--- config.mk ---
export PLATFORM = sky130hd
export DESIGN_NAME = la_trigger_matcher
export DESIGN_NICKNAME = d
export VERILOG_FILES = /design/src/rtl/la_trig_pkg.sv /design/src/rtl/trig_state_cmp.sv /design/src/rtl/trig_edge_det.sv /design/src/rtl/trig_fast_pin.sv /design/src/rtl/la_trigger_matcher.sv
export SDC_FILE = /design/constraint.sdc
export NUM_CORES = 1
export LEC_CHECK = 0
export ABC_AREA = 1
export BUFFER_PORTS_ARGS = -buffer_cell sky130_fd_sc_hd__buf_4
export CELL_PAD_IN_SITES_DETAIL_PLACEMENT = 1
export CELL_PAD_IN_SITES_GLOBAL_PLACEMENT = 1
export CORE_MARGIN = 2
export CORE_UTILIZATION = 31
export DETAILED_ROUTE_END_ITERATION = 8
export PLACE_DENSITY_LB_ADDON = 0.12
export RECOVER_POWER = 50
export SYNTH_ARGS = -nofsm -noshare
export SYNTH_HDL_FRONTEND = slang
export SYNTH_SLANG_ARGS = --single-unit
--- constraint.sdc ---
create_clock -name clk_i -period 1.95 [get_ports clk_i]
set_clock_uncertainty 0.15 [all_clocks]
set_input_delay 0.4875 -clock clk_i [delete_from_list [all_inputs] [get_ports clk_i]]
set_output_delay 0.4875 -clock clk_i [all_outputs]
set_load 0.005 [all_outputs]
--- src/rtl/la_trig_pkg.sv ---
package la_trig_pkg;
   localparam int unsigned SEL_BYTE_W   = 8;
   localparam int unsigned FAST_PIN_W   = 3;
   localparam int unsigned FAST_POL_BIT = 3;

   typedef enum logic {
      POL_RISE = 1'b0,
      POL_FALL = 1'b1
   } edge_pol_e;

   // transition test between two consecutive levels of one channel
   function automatic logic edge_seen(logic prev_b, logic cur_b, edge_pol_e pol);
      return (pol == POL_FALL) ? (prev_b & ~cur_b) : (~prev_b & cur_b);
   endfunction
endpackage

--- src/rtl/trig_state_cmp.sv ---
module trig_state_cmp #(
   parameter int unsigned CH_W = 16
) (
   input  logic [CH_W-1:0] data_i,
   input  logic [CH_W-1:0] mask_i,
   input  logic [CH_W-1:0] value_i,
   output logic            hit_o
);
   logic [CH_W-1:0] diff;

   assign diff  = (data_i ^ value_i) & mask_i;
   assign hit_o = (diff == '0);

   always_comb begin
      if (hit_o) begin
         assert_masked_equal_R2: assert ((data_i & mask_i) == (value_i & mask_i));
      end
   end
endmodule

--- src/rtl/trig_edge_det.sv ---
module trig_edge_det
   import la_trig_pkg::*;
#(
   parameter int unsigned CH_W  = 16,
   parameter int unsigned IDX_W = $clog2(CH_W)
) (
   input  logic             enable_i,
   input  logic [IDX_W-1:0] ch_i,
   input  logic             fall_i,
   input  logic             prev_ok_i,
   input  logic [CH_W-1:0]  prev_i,
   input  logic [CH_W-1:0]  cur_i,
   output logic             hit_o
);
   logic prev_b, cur_b;

   assign prev_b = prev_i[ch_i];
   assign cur_b  = cur_i[ch_i];
   assign hit_o  = enable_i & prev_ok_i & edge_seen(prev_b, cur_b, edge_pol_e'(fall_i));

   always_comb begin
      if (hit_o) begin
         assert_edge_toggled_R3: assert (prev_b != cur_b && cur_b == !fall_i);
      end
   end
endmodule

--- src/rtl/trig_fast_pin.sv ---
module trig_fast_pin
   import la_trig_pkg::*;
#(
   parameter int unsigned CH_W = 16
) (
   input  logic [FAST_PIN_W:0] sel_i,
   input  logic                prev_ok_i,
   input  logic [CH_W-1:0]     prev_i,
   input  logic [CH_W-1:0]     cur_i,
   output logic                hit_o
);
   localparam int unsigned PINS = 1 << FAST_PIN_W;

   logic [FAST_PIN_W-1:0] pin;
   logic [PINS-1:0]       prev_lo, cur_lo;

   assign pin     = sel_i[FAST_PIN_W-1:0];
   assign prev_lo = prev_i[PINS-1:0];
   assign cur_lo  = cur_i[PINS-1:0];
   assign hit_o   = prev_ok_i &
                    edge_seen(prev_lo[pin], cur_lo[pin], edge_pol_e'(sel_i[FAST_POL_BIT]));

   always_comb begin
      if (hit_o) begin
         assert_fast_pin_toggled_R6: assert (prev_lo[pin] != cur_lo[pin]);
      end
   end
endmodule

--- src/rtl/la_trigger_matcher.sv ---
module la_trigger_matcher
   import la_trig_pkg::*;
#(
   parameter int unsigned CH_W     = 16,
   parameter int unsigned NUM_EDGE = 2,
   parameter bit          FAST_EN  = 1'b1
) (
   input  logic                                 clk_i,
   input  logic                                 rst_ni,
   input  logic                                 arm_i,
   input  logic                                 fast_mode_i,
   input  logic [CH_W-1:0]                      state_mask_i,
   input  logic [CH_W-1:0]                      state_value_i,
   input  logic [NUM_EDGE-1:0]                  edge_en_i,
   input  logic [NUM_EDGE*$clog2(CH_W)-1:0]     edge_ch_i,
   input  logic [NUM_EDGE-1:0]                  edge_fall_i,
   input  logic [SEL_BYTE_W-1:0]                fast_sel_i,
   input  logic                                 smp_valid_i,
   input  logic [CH_W-1:0]                      smp_data_i,
   output logic                                 trig_o,
   output logic                                 fired_o
);
   localparam int unsigned IDX_W = $clog2(CH_W);

   // elaboration-time parameter checks
   if (CH_W < 2) begin : g_chk_ch
      $error("CH_W must be at least 2");
   end
   if (NUM_EDGE < 1) begin : g_chk_edge
      $error("NUM_EDGE must be at least 1");
   end
   if (FAST_EN && CH_W < (1 << FAST_PIN_W)) begin : g_chk_fast
      $error("fast mode needs CH_W >= 8");
   end

   logic [CH_W-1:0]     prev_q;
   logic                prev_ok_q, armed_q, fired_q, trig_q;
   logic                state_hit, fast_hit, normal_hit, mode_hit, fire;
   logic [NUM_EDGE-1:0] edge_hit;

   trig_state_cmp #(.CH_W(CH_W)) u_state (
      .data_i (smp_data_i),
      .mask_i (state_mask_i),
      .value_i(state_value_i),
      .hit_o  (state_hit)
   );

   for (genvar k = 0; k < NUM_EDGE; k++) begin : g_edge
      trig_edge_det #(.CH_W(CH_W), .IDX_W(IDX_W)) u_det (
         .enable_i (edge_en_i[k]),
         .ch_i     (edge_ch_i[k*IDX_W +: IDX_W]),
         .fall_i   (edge_fall_i[k]),
         .prev_ok_i(prev_ok_q),
         .prev_i   (prev_q),
         .cur_i    (smp_data_i),
         .hit_o    (edge_hit[k])
      );
   end

   // no enabled detector: the state condition decides alone
   assign normal_hit = state_hit & ((edge_en_i == '0) | (|edge_hit));

   if (FAST_EN) begin : g_fast
      logic unused_sel_hi;
      assign unused_sel_hi = ^fast_sel_i[SEL_BYTE_W-1:FAST_PIN_W+1];
      trig_fast_pin #(.CH_W(CH_W)) u_fast (
         .sel_i    (fast_sel_i[FAST_PIN_W:0]),
         .prev_ok_i(prev_ok_q),
         .prev_i   (prev_q),
         .cur_i    (smp_data_i),
         .hit_o    (fast_hit)
      );
      assign mode_hit = fast_mode_i ? fast_hit : normal_hit;
   end else begin : g_nofast
      logic unused_fast;
      assign unused_fast = fast_mode_i ^ (^fast_sel_i);
      assign fast_hit    = 1'b0;
      assign mode_hit    = normal_hit;
   end

   assign fire = smp_valid_i & ~arm_i & armed_q & ~fired_q & mode_hit;

   always_ff @(posedge clk_i) begin
      if (!rst_ni) begin
         prev_q    <= '0;
         prev_ok_q <= 1'b0;
         armed_q   <= 1'b0;
         fired_q   <= 1'b0;
         trig_q    <= 1'b0;
      end else begin
         trig_q <= fire;
         if (arm_i) begin
            armed_q   <= 1'b1;
            fired_q   <= 1'b0;
            prev_ok_q <= 1'b0;
         end else begin
            if (fire) fired_q <= 1'b1;
            if (smp_valid_i) begin
               prev_q    <= smp_data_i;
               prev_ok_q <= 1'b1;
            end
         end
      end
   end

   assign trig_o  = trig_q;
   assign fired_o = fired_q;

   assert_idle_quiet_R1: assert property (@(posedge clk_i) disable iff (!rst_ni)
      !armed_q |=> !trig_o);
   assert_no_history_edge_R5: assert property (@(posedge clk_i) disable iff (!rst_ni)
      (!prev_ok_q && (fast_mode_i || edge_en_i != '0)) |=> !trig_o);
   assert_single_pulse_R7: assert property (@(posedge clk_i) disable iff (!rst_ni)
      trig_o |=> !trig_o);
   assert_sticky_fired_R7: assert property (@(posedge clk_i) disable iff (!rst_ni)
      (fired_o && !arm_i) |=> fired_o);
   assert_first_pulse_R7: assert property (@(posedge clk_i) disable iff (!rst_ni)
      trig_o |-> (fired_o && !$past(fired_o)));
   assert_arm_clears_R8: assert property (@(posedge clk_i) disable iff (!rst_ni)
      arm_i |=> (!fired_o && !trig_o));
   assert_strobe_low_R8: assert property (@(posedge clk_i) disable iff (!rst_ni)
      !smp_valid_i |=> !trig_o);
endmodule

==> summary.txt, run 1 <==
Status
  • Status: finished, final reports clean

Die
  • Die area: 6540 um2
  • Num rows: 28
  • Number of I/O pins: between 70 and 80
  • Die Wd: between 80 and 90 um
  • Core area: approximately 5800 um2
  • DIE HEIGHT: between 80 and 90 um
  • Starting Density: around a third

Place
  • Post-Place Cells: between 400 and 500
  • Placed cell area: approximately 2600 um2
  • Post-DP HPWL: between 5000 and 6000 um
  • Buffers on Ports: 70
  • RD Place Congestion: 0.836
  • Place WS: -0.210 ns

Synthesis
  • Post-synth top cells: nand2_1, nand3_1, inv_1
  • Sequential fraction of the synthesis area: 21.8%
  • Synth warn: 0
  • Synthesized Nets: a little under 400
  • Post-synth top area share: between 20% and 30%
  • Synth Register Bits: 20
  • Post-synth EDFFs: 0
  • Top-count cell post-synth: nand2_1
  • Synth cell types: 24
  • Mapped cell area: approximately 1800 um2
  • Largest cells by area after synthesis: dfxtp_1, nand2_1, nand3_1
  • Async set-or-reset flop fraction in the synthesized netlist: 0%
  • Syn avg cell area: between 5 and 6 um2
  • Synth Flop Type: dfxtp_1
  • Synthesized instance count: roughly 320
  • Post-synth top area cell: dfxtp_1

Timing
  • Fin crit share: around nine tenths
  • Final Slew Violations: 0
  • RSZ-0062 raised after global routing: no
  • Max-slew headroom: 57.3%
  • WHS: slightly above 0.3 ns
  • Final Setup Violations: 0
  • Fmax: around 0.56 GHz
  • Endpoints failing hold: 0
  • Worst-margin pin slew: between 0.6 and 0.7 ns
  • Final setup margin: approximately 0.17 ns
  • Final critical-path required period: roughly 1.8 ns
  • Fin Setup TNS: 0 ns

Power
  • Sw Pwr: between 400 and 500 uW
  • Worst IR Drop VDD: 245 uV
  • Internal: roughly 940 uW
  • Comb power frac: a little over a third
  • Sequential share of power: roughly a third
  • Overall Power: between 1 and 1.5 mW
  • Cell Pwr Density: 494 nW/um2
  • Leakage: around 1.4 nW
  • Switching part of the total: between 30% and 40%
  • Clk pwr share: a little under a third

Clock network
  • CTS Sinks: 20
  • Worst-path clk slew: 0.08 ns
  • CTS tree: yes
  • Hold-fix buffers, CTS: 0
  • Clock buffer depth: 2
  • H-tree depth: 1
  • Root buffer cell: clkbuf_8
  • Skew-Pair Late Insertion Delay: 0.26 ns
  • Setup Fix Bufs, Post-CTS: 0
  • Num CTS Buffers: 3

Cells and area
  • Fillers: 820
  • Post-route design area: 2720 um2
  • N_diodes: 0
  • Final core occ: between 40% and 50%
  • Layout cells sized above 1: a little under a third
  • Non-Filler Instances: between 400 and 500
  • Area Growth Syn to Fin: 48.6%
  • Final nets: just under 500

Worst setup path
  • Crit Path Category: in -> reg
  • Crit path capture type: flip-flop
  • Worst EP arrival: 1.79 ns
  • Worst path required time: 1.96 ns
  • CP startpoint kind: input port
  • Critical path fanouts, max: 11

Hold path
  • Hold WC Path Type: in -> reg

GRT
  • Grt total ovfl: 0
  • Antenna violations before repair: 0
  • Largest net degree at the start of global routing: 33
  • First-pass GRT wire length: approximately 12000 um
  • Vias in the first global route: roughly 2500
  • GRT Resource Usage Total: between 20% and 30%

Route
  • Vias per inst: 5.10
  • Routed WL: around 6900 um
  • Vias: 2500
  • First-pass iteration count of the detailed router: 4
  • Antenna Nets Post-Route: 0
  • DRT iter0 DRCs: ~120
  • Post-route DRC violation count: 0
  • Routed len/inst: around 14 um

Flow run
  • # Max-Cap Violations: 0
==> final timing paths <==
kind,start,endpoint,slack (ns),cells past startpoint
max reg2reg,prev_q[0],fired_o,0.18,13
min reg2reg,armed_q,armed_q,0.34,2
max,edge_ch_i[4],fired_o,0.17,16
min,smp_valid_i,prev_ok_q,0.31,3
==> worst max-delay path, stage by stage <==
cell	delay [ns]
buf_6	0.13
buf_4	0.15
nand2_1	0.06
nand3_1	0.08
nand3_1	0.11
nand3_2	0.09
nand2_2	0.07
clkinv_1	0.06
nand2_1	0.05
nand2_1	0.05
nand3_1	0.09
nand3_2	0.11
nand2_1	0.08
nand2_1	0.06
nand2_2	0.07
a21oi_2	0.05
==> sequential cells by signal, indices dropped and copies added (netlist names) <==
register   flops
armed_q        1
prev_ok_q      1
trig_o         1
fired_o        1
prev_q        16
==> routing by layer <==
layer / GRT usage, % / part of all wire [%]
met1: 30.0 / 47
met2: 38.8 / 48
met3: 2.33 / 4.9
met4: 3.56 / 0.24
met5: 0 / 0
==> area by class of cell <==
cell class	count	area (um2)	share of cell area [%]
Inverter	47	176	6.48
Tap cell	75	93.8	3.45
Timing Repair Buffer	102	779	28.6
Clock inverter	1	30.0	1.10
Clock buffer	3	41.3	1.52
Multi-Input combinational cell	242	1200	44.1
Sequential cell	20	400	14.7
==> layout by cell type (no fill, tap or decap), types with 3 or more instances in the layout <==
cell type,synthesis,final
nand3_1,54,50
o21ai_1,6,6
buf_6,3,3
nor2_1,11,11
or2_2,9,9
dfxtp_1,20,20
o21ai_0,27,27
buf_4,2,95
nand2_1,79,77
o211ai_1,12,12
clkbuf_8,0,3
nand3_2,0,4
inv_1,40,40
a32o_1,3,3
inv_2,5,5
a21oi_1,31,31
==> power groups by stage <==
stage,registers (mW),logic (mW),clock network (mW)
floorplan,0.453,0.236,0
global placement,0.460,0.458,0
detailed placement,0.461,0.472,0
CTS,0.452,0.474,0.424
global route,0.456,0.537,0.441
finish,0.452,0.476,0.418
==> what timing repair did <==
action | in CTS | in global routing
gates resized for setup | 0 | 9
hold endpoints to repair | 0 | 0
setup endpoints to repair | 0 | 2
==> cells by family (layout without fill, tap and decap cells) <==
family	Yosys count	after routing	synth area share [%]
buf+inv	59	153	13.9
simple gates	158	158	38.0
flops	20	20	21.8
compound gates	82	82	25.3
xor+xnor	2	2	0.956
(Power assumes the default switching activity.)
==> inputs of run 2 (changes only) <==
- ABC_AREA: 1 -> default
- CORE_UTILIZATION: 31 -> 35
==> summary.txt, run 2 <==
Synthesis
  • Synth cell types: 34
  • Async set-or-reset flop fraction in the synthesized netlist: 0%
  • Post-synth top area share: a little over a fifth
  • Post-synth EDFFs: 0
  • Post-synth top cells: nand2_1, mux2i_1, dfxtp_1
  • Top-count cell post-synth: nand2_1
  • Synth Register Bits: 20
  • Synthesized Nets: 272
  • Syn avg cell area: roughly 9.2 um2
  • Synthesized instance count: ~200
  • Synth Flop Type: dfxtp_1
  • Synth warn: 0
  • Mapped cell area: around 1800 um2
  • Post-synth top area cell: dfxtp_1
  • Sequential fraction of the synthesis area: 21.9%
  • Largest cells by area after synthesis: dfxtp_1, mux2i_1, mux4_2

Die
  • Starting Density: 36.0%
  • Number of I/O pins: between 70 and 80
  • DIE HEIGHT: about 76 um
  • Core area: ~5000 um2
  • Die Wd: between 70 and 80 um
  • Num rows: 26
  • Die area: slightly below 6000 um2

Clock network
  • Hold-fix buffers, CTS: 0
  • Worst-path clk slew: 0.08 ns
  • CTS Sinks: 20
  • Clock buffer depth: 2
  • Root buffer cell: clkbuf_8
  • Num CTS Buffers: 3
  • H-tree depth: 1
  • Skew-Pair Late Insertion Delay: around 0.27 ns
  • CTS tree: yes
  • Setup Fix Bufs, Post-CTS: 0

Timing
  • Fmax: about 0.46 GHz
  • Max-slew headroom: 46.7%
  • Worst-margin pin slew: 0.800 ns
  • Final critical-path required period: between 2 and 2.5 ns
  • RSZ-0062 raised after global routing: yes
  • Final Setup Violations: 2
  • Final Slew Violations: 0
  • Final setup margin: -0.232 ns
  • Endpoints failing hold: 0
  • Fin crit share: 112%
  • Fin Setup TNS: -0.464 ns

Route
  • Vias: 1997
  • Vias per inst: 5.44
  • DRT iter0 DRCs: around 40
  • Routed WL: approximately 7000 um
  • Routed len/inst: roughly 19 um
  • First-pass iteration count of the detailed router: 4
  • Post-route DRC violation count: 0
  • Antenna Nets Post-Route: 0

Hold path
  • Hold EP: prev_ok_q
  • Hold Path Cell Cnt: 2
  • Hold WC Path Type: in -> reg
  • Hold_sp: smp_valid_i

Worst setup path
  • R2R cell count: 7
  • Crit Path Category: in -> reg
  • Critical Path Max Stage Delay: around 0.5 ns
  • Critical path fanouts, max: 8
  • Reg-to-reg slack, setup: -0.20 ns
  • Crit path capture type: flip-flop
  • Worst r2r dst: trig_o
  • Slowest CP cell: mux4_2
  • Critical path, cell by cell: buf_16 > mux2i_1 > mux4_2 > nor2b_1 > mux4_2 > a32oi_2 > a21oi_1
  • Reg2Reg Launch Point: prev_q[6]
  • Worst EP arrival: 2.19 ns
  • CP startpoint kind: input port
  • CP most frequent cell: mux4_2
  • Worst path required time: a little under 2 ns

Cells and area
  • Largest reg by FF count: prev_q
  • Commonest cells after routing, fill and taps aside: buf_4, nand2_1, mux2i_1
  • Non-Filler Instances: 367
  • Area Growth Syn to Fin: 54.7%
  • Final nets: 371
  • N_diodes: 0
  • Layout cells sized above 1: between 40% and 50%
  • Final core occ: a little under three fifths
  • Max reg flops: 16
  • Commonest non-fill, non-tap cell in the layout: buf_4

GRT
  • Grt total ovfl: 0
  • Largest net degree at the start of global routing: 20
  • Vias in the first global route: 2229
  • GRT Resource Usage Total: 24.7%
  • Antenna violations before repair: 0
  • First-pass GRT wire length: 11300 um

Flow run
  • # Max-Cap Violations: 0

Place
  • RD Place Congestion: ~0.85
  • Buffers on Ports: 70
  • Place WS: -0.670 ns
  • Post-Place Cells: 361
  • Post-DP HPWL: 5330 um

Power
  • Leakage: 1.25 nW
  • Worst IR Drop VDD: roughly 320 uV
  • Cell Pwr Density: about 440 nW/um2

Status
  • Status: finished, violations left
  • Failing checks: negative setup slack
## run 2: cell types whose count changed in the layout (fill, tap and decap cells not counted), moves of 12 or more
cell | before | now
nand2_1 | 77 | 33
a21oi_1 | 31 | 7
nor2b_1 | 0 | 14
o211ai_1 | 12 | 0
inv_1 | 40 | 1
nand3_1 | 50 | 2
mux2i_1 | 0 | 32
a21boi_0 | 0 | 16
xor2_1 | 2 | 16
o21ai_0 | 27 | 0
## run 2: worst max-delay path: cells and delay by family
kind / cells / cell delay, ns
compound gates: 2 / 0.28
simple gates: 1 / 0.15
buf+inv: 1 / 0.13
mux: 3 / 1.13
## run 2: how the worst max path moves through the flow
stage	startpoint	to	slack, ns	depth (start not counted)
floorplan	edge_ch_i[1]	fired_o	-0.53	8
global route	edge_ch_i[5]	fired_o	-0.28	7
finish	edge_ch_i[5]	trig_o	-0.23	7
global placement	edge_ch_i[5]	fired_o	-0.63	7
detailed placement	edge_ch_i[5]	trig_o	-0.67	7
CTS	edge_ch_i[1]	trig_o	-0.20	7
## run 2: power breakdown
group / internal (mW) / total (mW) / switching (mW) / leakage (nW)
Combinational: 0.279 / 0.478 / 0.199 / 1.05
Sequential: 0.427 / 0.444 / 0.0169 / 0.169
Clock: 0.181 / 0.336 / 0.155 / 0.0288
## run 2: cells by family after synthesis
family                 share of synthesized area (%)
AO/OA/AOI/OAI                                   15.2
XOR/XNOR                                        7.66
buffers and inverters                           3.69
flip-flops                                      21.9
multiplexers                                    31.1
AND/OR/NAND/NOR                                 20.5
## run 2: area by class of cell
cell class              count  area [um2]
flip-flops and latches     20         417
multi-input cells         168        1400
inverters                   1        3.75
well taps                  70        87.6
clock buffers               4        55.1
repair buffers            104         870
fillers                   613        2240
## run 2: metrics by stage
step,power (mW),cell area [um2],hold WS (ns)
after floorplan,0.657,1850,0.291
after CTS,1.25,2810,0.281
after detailed placement,0.894,2630,0.313
final,1.26,2830,0.274
after global routing,1.32,2830,0.286
after global placement,0.884,2630,0.297
## run 2: metal layers
metal	vias up	share of wire [%]	track usage [%]
met2	74	49	44.2
li1	935	-	-
met3	17	6.0	5.33
met1	971	42	29.1
met4	0	2.5	8.18
met5	-	0	0
## run 2: timing repair
action | CTS | global route
pin swaps | 5 | 0
gates resized for setup | 23 | 6
endpoints found under the setup margin | 2 | 2
cloned | 2 | 0
==> inputs of run 3 (changes only) <==
- CTS_CLUSTER_DIAMETER: default -> 100
- RECOVER_POWER: 50 -> 25
- SKIP_CTS_REPAIR_TIMING: default -> 1
==> summary.txt, run 3 (same netlist as run 2, synthesis figures left out) <==
Timing
  • Max-slew headroom: around 47%
  • Fin crit share: 113%
  • Worst-margin pin slew: 0.796 ns
  • RSZ-0062 raised after global routing: yes
  • Final Setup Violations: 2
  • Final setup margin: -0.257 ns
  • Final critical-path required period: approximately 2.2 ns
  • Endpoints failing hold: 0
  • Final Slew Violations: 0
  • Fmax: about 0.45 GHz

Route
  • Metal2 WL: 3300 um
  • DRT iter0 DRCs: 81
  • First-pass iteration count of the detailed router: 4
  • Routed WL: between 6000 and 7000 um
  • Antenna Nets Post-Route: 0
  • Vias per inst: 5.33
  • Vias: just under 2000
  • Met1 wire length: 2940 um
  • Post-route DRC violation count: 0
  • Met3 wire length: ~350 um
  • Routed len/inst: between 15 and 20 um
  • Top Layer Used: met4

GRT
  • Vias in the first global route: roughly 2100
  • Largest net degree at the start of global routing: 20
  • Antenna violations before repair: 0
  • Grt total ovfl: 0
  • GRT Resource Usage Total: a little under a quarter
  • First-pass GRT wire length: between 10000 and 15000 um

Cells and area
  • Layout cells sized above 1: between 40 and 50%
  • Max reg flops: 16
  • N_diodes: 0
  • Final core occ: a little under three fifths
  • Multi-input logic area: approximately 1400 um2
  • Area Growth Syn to Fin: 52.8%
  • Post-route design area: roughly 2800 um2
  • Final nets: 370
  • Commonest non-fill, non-tap cell in the layout: buf_4
  • Largest reg by FF count: prev_q
  • Commonest cells after routing, fill and taps aside: buf_4, nand2_1, mux2i_1
  • Fillers: ~620
  • Reg area: between 400 and 500 um2

Worst setup path
  • Worst path required time: roughly 2.0 ns
  • CP startpoint kind: input port
  • Worst EP arrival: 2.21 ns
  • CP most frequent cell: mux4_2
  • Critical Path Max Stage Delay: roughly 0.50 ns
  • Crit Path Category: in -> reg
  • Buf+Inv Stages, Crit Path: 1
  • Slowest CP cell: mux4_2
  • Critical path fanouts, max: 16
  • Crit path max-delay family: multiplexers
  • Critical path, cell by cell: buf_12 > mux2i_1 > mux4_2 > nor2b_1 > mux4_2 > a32oi_2 > a21oi_1
  • Crit path capture type: flip-flop

Place
  • Buffers on Ports: 70
  • Placed cell area: roughly 2600 um2
  • Post-DP HPWL: around 5300 um
  • Place WS: -0.670 ns
  • RD Place Congestion: 0.852

Clock network
  • Skew-Pair Late Insertion Delay: ~0.27 ns
  • Clock buffer depth: 2
  • Num CTS Buffers: 3
  • Worst-path clk slew: 0.08 ns
  • CTS tree: yes
  • Root buffer cell: clkbuf_8
  • CTS Sinks: 20
  • H-tree depth: 1

Die
  • Core area: roughly 5000 um2
  • Die Wd: 76.3 um
  • Die area: 5820 um2
  • Number of I/O pins: 75
  • Num rows: 26
  • DIE HEIGHT: 76.3 um
  • Starting Density: 36.0%

Flow run
  • # Max-Cap Violations: 0

Status
  • Status: finished, violations left
  • Failing checks: negative setup slack

Power
  • Worst IR Drop VDD: approximately 290 uV
  • Leakage: 1.23 nW
  • Cell Pwr Density: between 400 and 500 nW/um2

Hold path
  • Hold WC Path Type: in -> reg
[run 3: final cells by class]
class / count / area share [%]
Timing Repair Buffer: 103 / 29.6
Inverter: 1 / 0.134
Tap cell: 70 / 3.13
Clock buffer: 4 / 1.97
Multi-Input combinational cell: 168 / 50.3
Sequential cell: 20 / 14.9
[run 3: routing by layer]
layer	vias up	GRT usage [%]
li1	933	-
met4	0	6.00
met3	7	4.50
met1	948	28.3
met5	-	0
met2	63	40.0
[run 3: path summary, 6_finish.rpt]
path	cells after the start	to	slack (ns)	from
setup / recovery	7	fired_o	-0.26	edge_ch_i[5]
hold / removal	2	prev_ok_q	0.28	smp_valid_i
setup reg to reg	6	fired_o	-0.24	prev_q[0]
hold reg to reg	1	armed_q	0.33	armed_q
[run 3: metrics by stage]
stage,std cells,hold WS (ns),setup TNS [ns],power [mW]
floorplan,199,0.291,-1.05,0.657
global placement,361,0.297,-1.26,0.884
detailed placement,361,0.313,-1.33,0.894
CTS,365,0.281,-0.764,1.23
global route,366,0.305,-0.632,1.31
finish,366,0.281,-0.513,1.24
[run 3: power by group]
group          internal (mW)  total [mW]  leakage [nW]  switching, mW
logic                  0.271       0.465          1.04          0.194
clock network          0.181       0.335        0.0288          0.154
registers              0.426       0.443         0.168         0.0171
total                  0.877        1.24          1.23          0.365
